## src/rtl/idata_pkg.sv

```systemverilog
package idata_pkg;

    localparam int DATA_W        = 8;
    localparam int ADDR_W        = 8;
    localparam int RAM_DEPTH     = 128;
    localparam int NUM_BANKS     = 4;
    localparam int REGS_PER_BANK = 8;

    localparam int RAM_IDX_W = $clog2(RAM_DEPTH);
    localparam int BANK_W    = $clog2(NUM_BANKS);
    localparam int REG_W     = $clog2(REGS_PER_BANK);

    typedef enum logic [1:0] {
        AM_REG          = 2'd0,
        AM_DIRECT       = 2'd1,
        AM_INDIRECT     = 2'd2,
        AM_EXT_INDIRECT = 2'd3
    } amode_e;

    typedef enum logic [2:0] {
        TGT_NONE = 3'd0,
        TGT_RAM  = 3'd1,
        TGT_SFR  = 3'd2,
        TGT_OOR  = 3'd3,
        TGT_EXT  = 3'd4
    } target_e;

    typedef struct packed {
        target_e                tgt;
        logic [RAM_IDX_W-1:0]   idx;
    } route_t;

    // Working registers are laid out bank-major at the bottom of the RAM.
    function automatic logic [RAM_IDX_W-1:0] bank_reg_index(
        input logic [BANK_W-1:0] bank,
        input logic [REG_W-1:0]  regn
    );
        return RAM_IDX_W'({bank, regn});
    endfunction

endpackage

```

## src/rtl/idata_route.sv

```systemverilog
module idata_route
    import idata_pkg::*;
#(
    parameter int P_ADDR_W    = ADDR_W,
    parameter int P_RAM_DEPTH = RAM_DEPTH
) (
    input  amode_e                mode,
    input  logic [REG_W-1:0]      reg_num,
    input  logic [P_ADDR_W-1:0]   addr,
    input  logic [BANK_W-1:0]     bank_sel,
    input  logic                  strobe,
    output route_t                route
);

    localparam logic [P_ADDR_W-1:0] RAM_LIMIT = P_ADDR_W'(P_RAM_DEPTH);

    logic in_ram;
    assign in_ram = (addr < RAM_LIMIT);

    always_comb begin
        route.tgt = TGT_NONE;
        route.idx = addr[RAM_IDX_W-1:0];
        if (strobe) begin
            unique case (mode)
                AM_REG: begin
                    route.tgt = TGT_RAM;
                    route.idx = bank_reg_index(bank_sel, reg_num);
                end
                AM_DIRECT: begin
                    route.tgt = in_ram ? TGT_RAM : TGT_SFR;
                end
                AM_INDIRECT: begin
                    route.tgt = in_ram ? TGT_RAM : TGT_OOR;
                end
                AM_EXT_INDIRECT: begin
                    route.tgt = TGT_EXT;
                end
                default: route.tgt = TGT_NONE;
            endcase
        end
    end

endmodule

```

## src/rtl/idata_store.sv

```systemverilog
module idata_store
    import idata_pkg::*;
#(
    parameter int P_DATA_W = DATA_W,
    parameter int P_DEPTH  = RAM_DEPTH,
    localparam int IDX_W   = $clog2(P_DEPTH)
) (
    input  logic                 clk,
    input  logic                 rst,
    input  logic                 we,
    input  logic [IDX_W-1:0]     idx,
    input  logic [P_DATA_W-1:0]  wdata,
    output logic [P_DATA_W-1:0]  rdata
);

    logic [P_DATA_W-1:0] mem [P_DEPTH];

    always_ff @(posedge clk) begin
        if (rst) begin
            for (int i = 0; i < P_DEPTH; i++) begin
                mem[i] <= '0;
            end
        end else if (we) begin
            mem[idx] <= wdata;
        end
    end

    assign rdata = mem[idx];

endmodule

```

## src/rtl/idata_access_unit.sv

```systemverilog
module idata_access_unit
    import idata_pkg::*;
#(
    parameter int P_DATA_W    = DATA_W,
    parameter int P_ADDR_W    = ADDR_W,
    parameter int P_RAM_DEPTH = RAM_DEPTH
) (
    input  logic                 clk,
    input  logic                 rst,
    input  logic [1:0]           mode,
    input  logic [REG_W-1:0]     reg_num,
    input  logic [P_ADDR_W-1:0]  addr,
    input  logic [BANK_W-1:0]    bank_sel,
    input  logic                 rd_en,
    input  logic                 wr_en,
    input  logic [P_DATA_W-1:0]  wr_data,
    output logic [P_DATA_W-1:0]  rd_data,
    output logic                 sfr_hit,
    output logic                 range_err,
    output logic                 ext_req
);

    route_t              route;
    logic [P_DATA_W-1:0] ram_q;
    logic                ram_we;

    idata_route #(
        .P_ADDR_W    (P_ADDR_W),
        .P_RAM_DEPTH (P_RAM_DEPTH)
    ) u_route (
        .mode     (amode_e'(mode)),
        .reg_num  (reg_num),
        .addr     (addr),
        .bank_sel (bank_sel),
        .strobe   (rd_en | wr_en),
        .route    (route)
    );

    assign ram_we = wr_en && (route.tgt == TGT_RAM);

    idata_store #(
        .P_DATA_W (P_DATA_W),
        .P_DEPTH  (P_RAM_DEPTH)
    ) u_store (
        .clk   (clk),
        .rst   (rst),
        .we    (ram_we),
        .idx   (route.idx),
        .wdata (wr_data),
        .rdata (ram_q)
    );

    assign rd_data   = (rd_en && route.tgt == TGT_RAM) ? ram_q : '0;
    assign sfr_hit   = (route.tgt == TGT_SFR);
    assign range_err = (route.tgt == TGT_OOR);
    assign ext_req   = (route.tgt == TGT_EXT);

endmodule

```

## config.mk

```make
export PLATFORM = sky130hd
export DESIGN_NAME = idata_access_unit
export DESIGN_NICKNAME = d
export VERILOG_FILES = /design/src/rtl/idata_pkg.sv /design/src/rtl/idata_route.sv /design/src/rtl/idata_store.sv /design/src/rtl/idata_access_unit.sv
export SDC_FILE = /design/constraint.sdc
export NUM_CORES = 2
export LEC_CHECK = 0
export BUFFER_PORTS_ARGS = -buffer_cell sky130_fd_sc_hd__clkbuf_2
export CORE_MARGIN = 4
export CORE_UTILIZATION = 35
export DETAILED_ROUTE_END_ITERATION = 7
export PLACE_DENSITY_LB_ADDON = 0.08
export SYNTH_ARGS = -nofsm -noshare
export SYNTH_HDL_FRONTEND = slang
export SYNTH_HIERARCHICAL = 1
export SYNTH_SLANG_ARGS = --single-unit
export TNS_END_PERCENT = 30
```

## constraint.sdc

```tcl
create_clock -name clk -period 3.16 [get_ports clk]
set_input_delay 0.316 -clock clk [delete_from_list [all_inputs] [get_ports clk]]
set_output_delay 0.316 -clock clk [all_outputs]
set_load 0.02 [all_outputs]
```

==> implementation parameters <==
Parameter                              Value

Floorplanning
  Height of the die    381 um
  Die X    381 um
  Starting utilization of the core area    35.3%
  Core area    0.138 mm2
  Area of the die    0.145 mm2
  Number of standard-cell rows in the floorplan    136
  Num ports    38

GRT
  Overall routing resource usage    26.7%
  Number of antenna violations at the first check in global routing    12
  First-pass GRT wire length    278,000 um
  Overflow after GRT    0
  Maximum number of pins on one net before global-route repair    100
  Number of global-route vias before repair    35,600

Synth
  Part of the Yosys area used for sequential elements    63.2%
  Synthesized netlist net count    3,803
  Post-synthesis cell count    3,776
  Total of warnings raised by yosys    6
  Post-Syn Area per Cell    12.9 um2
  Number of enable-type register cells in the synthesized netlist    1,024
  Most used flip-flop cell after synthesis    sky130_fd_sc_hd__edfxtp_1
  Fraction of synthesized cell area taken by the top area cell type    63.2%
  Fraction of registers with async set/reset    0%
  Largest area contributor in the netlist    sky130_fd_sc_hd__edfxtp_1
  Cell area after synthesis    0.0486 mm2
  Count of unique library cells instantiated by Yosys    82
  Largest cells by area after synthesis    sky130_fd_sc_hd__edfxtp_1, sky130_fd_sc_hd__and2_1, sky130_fd_sc_hd__and3_1
  Yosys reg bits    1,024

Placement
  IO Port Bufs    37
  # placed instances    5,997
  HPWL Detailed    136,000 um
  RePlAce Congestion    0.893

Routing
  DR vias/cell    5.74
  DRC errors left    1
  Met2 Routed Length    93,400 um
  Total Routed Length    200,000 um
  Remaining antenna violation count after routing    0
  Highest metal used    met5
  Wirelength per Cell    31.8 um
  Iteration-0 DRC count of the detailed router    4,399
  Drt pass-1 iters    8
  Routed vias    35,900
  Met3 WL post-DR    15,200 um
  Met1 Wirelength    84,600 um

Power and ir drop
  Max rail drop VDD    0.419 mV
  Fraction of power spent switching nets    26.1%
  Part of the total power dissipated in sequential elements    46.1%
  Logic pwr share    14.3%
  Leakage Power    23.5 nW
  Total net switching power    9.02 mW
  Clk pwr share    39.6%
  Internal power contribution    25.5 mW
  Power Density    555 mW/mm2

Layout
  Commonest cells after routing, fill and taps aside    sky130_fd_sc_hd__edfxtp_1, sky130_fd_sc_hd__and2_1, sky130_fd_sc_hd__buf_4, sky130_fd_sc_hd__and3_1, sky130_fd_sc_hd__nor2_1
  Max FFs per register    1,024
  Count of fill cells added during filler insertion    12,600
  Number of cells in the finished layout apart from fillers    6,267
  Register with the highest flop count    u_store/mem
  Layout cells sized above 1    29.3%
  Nets    4,397
  Area overhead of the layout relative to synthesis    27.7%
  Most common cell after layout, fill and taps aside    sky130_fd_sc_hd__edfxtp_1
  Registers with the most flip-flops    u_store/mem x1024

Timing
  RSZ-0062 raised after global routing    true
  Final number of max-transition violations    0
  Final setup violation count    8
  Final Hold Fails    0
  Actual slew at the worst max-slew pin    0.940 ns
  Total negative setup slack    -7.70 ns
  Smallest setup slack after layout    -1.03 ns
  Clock period minus final worst setup slack    4.19 ns
  Highest achievable clock rate    0.238 GHz
  Final worst-path cycle share    133%
  Relative slew slack    37.3%
  Post-Route Hold Slack    0.130 ns

Clock tree
  Cell chosen for the clock root    sky130_fd_sc_hd__clkbuf_16
  Hold_buf cts    0
  Number of buffers added by the clock tree synthesis step    117
  CTS clk-pin slew, worst paths    0.06 ns
  Clock Tree Buf Depth    3
  Sinks on Clock Net    1,024
  Maximum level of the CTS H-tree    3
  TritonCTS clock tree    yes

Setup path
  Capturing element of the worst setup path    rd_data[7]
  Slowest cell on the critical path    sky130_fd_sc_hd__mux4_2
  Data arrival time of the critical path    3.88 ns
  List of cells traversed by the critical path    buf_6 > or2_4 > nor3b_4 > buf_12 > mux2_8 > buf_12 > buf_4 > nor2_4 > buf_12 > buf_6 > a22oi_1 > mux4_2 > a311oi_2 > buf_4 > nor4b_4 > buf_4 > nand4_1 > and2_4 > buf_8
  Kind of start point of the critical path    primary input
  Worst setup path start    rd_en
  Capturing element type of the critical path    output port
  Max incr delay on CP    0.50 ns
  Start-to-end type of the worst setup path    in2out
  Required time worst endpoint    2.84 ns
  Maximum fanout along the worst path    7

Outcome
  Outcome    finished with violations
  Violations in the final reports    DRC, setup timing

Hold path
  Hold Path Class    in2reg

Run
  Maximum capacitance violations    0
[critical path, delay by kind of cell]
family	cells	cell delay, ns
and+or+nand+nor	6	0.89
muxes	2	0.88
AOI/OAI and AO/OA	2	0.39
buffers and inverters	9	1.39
[area by class of cell]
cell class / count / area [um2] / share of cell area, %
Tap cell: 1794 / 2240 / 3.61
Clock buffer: 135 / 3060 / 4.92
Antenna cell: 6 / 15.0 / 0.0242
Clock inverter: 81 / 737 / 1.19
Timing Repair Buffer: 853 / 8090 / 13.0
Inverter: 8 / 43.8 / 0.0705
Sequential cell: 1024 / 30700 / 49.5
Multi-Input combinational cell: 2366 / 17200 / 27.7
[through the flow]
step           cell area, um2  total power [mW]  utilization, %  setup slack (ns)
2_1_floorplan           48800              17.9               -            -0.143
3_3_place_gp            56700              20.6            41.1             -1.53
3_5_place_dp            56700              20.6            41.1             -1.53
4_1_cts                 61300              34.5            44.5             -1.06
5_1_grt                 62100              35.5            45.1             -1.11
6_report                62100              34.5            45.1             -1.03
[repair_timing]
item                                    CTS  global route
pin swaps                                30            45
hold endpoints to repair                  0             0
gates resized for setup                 123           100
buffers inserted                         17            27
gates cloned                              2             5
endpoints found under the setup margin   69            72
[cells by family (layout without fill, tap and decap cells)]
logic type | count (synthesis) | after routing | share of synthesized area [%]
xor gates and xnor gates | 1 | 1 | 0.0180
AOI/OAI and AO/OA | 769 | 769 | 11.5
muxes | 198 | 198 | 4.96
DFF | 1024 | 1024 | 63.2
buffers and inverters | 386 | 1077 | 3.59
and+or+nand+nor | 1398 | 1398 | 16.7
other | 0 | 6 | 0
[worst min-delay path by stage]
stage,startpoint,end,slack [ns],cells past startpoint
floorplan,wr_data[0],u_store/mem[47][0],0.77,2
global placement,wr_data[1],u_store/mem[73][1],0.89,2
detailed placement,wr_data[1],u_store/mem[76][1],0.90,2
CTS,wr_data[1],u_store/mem[76][1],0.07,2
global route,wr_data[1],u_store/mem[76][1],0.11,2
finish,wr_data[1],u_store/mem[76][1],0.13,2
[metal layers]
layer,vias up,global-route usage [%]
met5,-,0
met1,18600,37.0
met2,1647,43.3
met3,298,4.66
met4,2,7.65
li1,15400,-
[power by group through the flow]
stage	clock network [mW]	logic, mW	registers, mW
floorplan	0	1.93	16.0
global placement	0	4.45	16.2
detailed placement	0	4.47	16.2
CTS	13.9	4.68	15.9
global route	14.5	5.08	15.9
finish	13.7	4.93	15.9
[synth_stat cells, types with 8 or more instances]
cell type and n:
sky130_fd_sc_hd__nand2_1 112, sky130_fd_sc_hd__a21bo_2 15, sky130_fd_sc_hd__nor2_1 154, sky130_fd_sc_hd__a211oi_1 14, sky130_fd_sc_hd__a22oi_1 88, sky130_fd_sc_hd__a21oi_1 94
sky130_fd_sc_hd__o21ai_0 183, sky130_fd_sc_hd__buf_4 23, sky130_fd_sc_hd__a22o_1 22, sky130_fd_sc_hd__clkbuf_1 245, sky130_fd_sc_hd__edfxtp_1 1024, sky130_fd_sc_hd__nor2b_1 13
sky130_fd_sc_hd__o22a_1 8, sky130_fd_sc_hd__mux4_2 27, sky130_fd_sc_hd__a222oi_1 27, sky130_fd_sc_hd__nor3_1 16, sky130_fd_sc_hd__mux2i_1 95, sky130_fd_sc_hd__o22ai_1 22
sky130_fd_sc_hd__nand3_1 11, sky130_fd_sc_hd__buf_6 14, sky130_fd_sc_hd__o2bb2ai_1 32, sky130_fd_sc_hd__o221a_2 10, sky130_fd_sc_hd__a221o_1 23, sky130_fd_sc_hd__and2_1 851
sky130_fd_sc_hd__o221ai_1 22, sky130_fd_sc_hd__and3_1 198, sky130_fd_sc_hd__a221oi_1 123, sky130_fd_sc_hd__a21o_1 11, sky130_fd_sc_hd__buf_2 83, sky130_fd_sc_hd__mux2_2 74
sky130_fd_sc_hd__buf_1 13
Power figures use the tool's default switching activity.
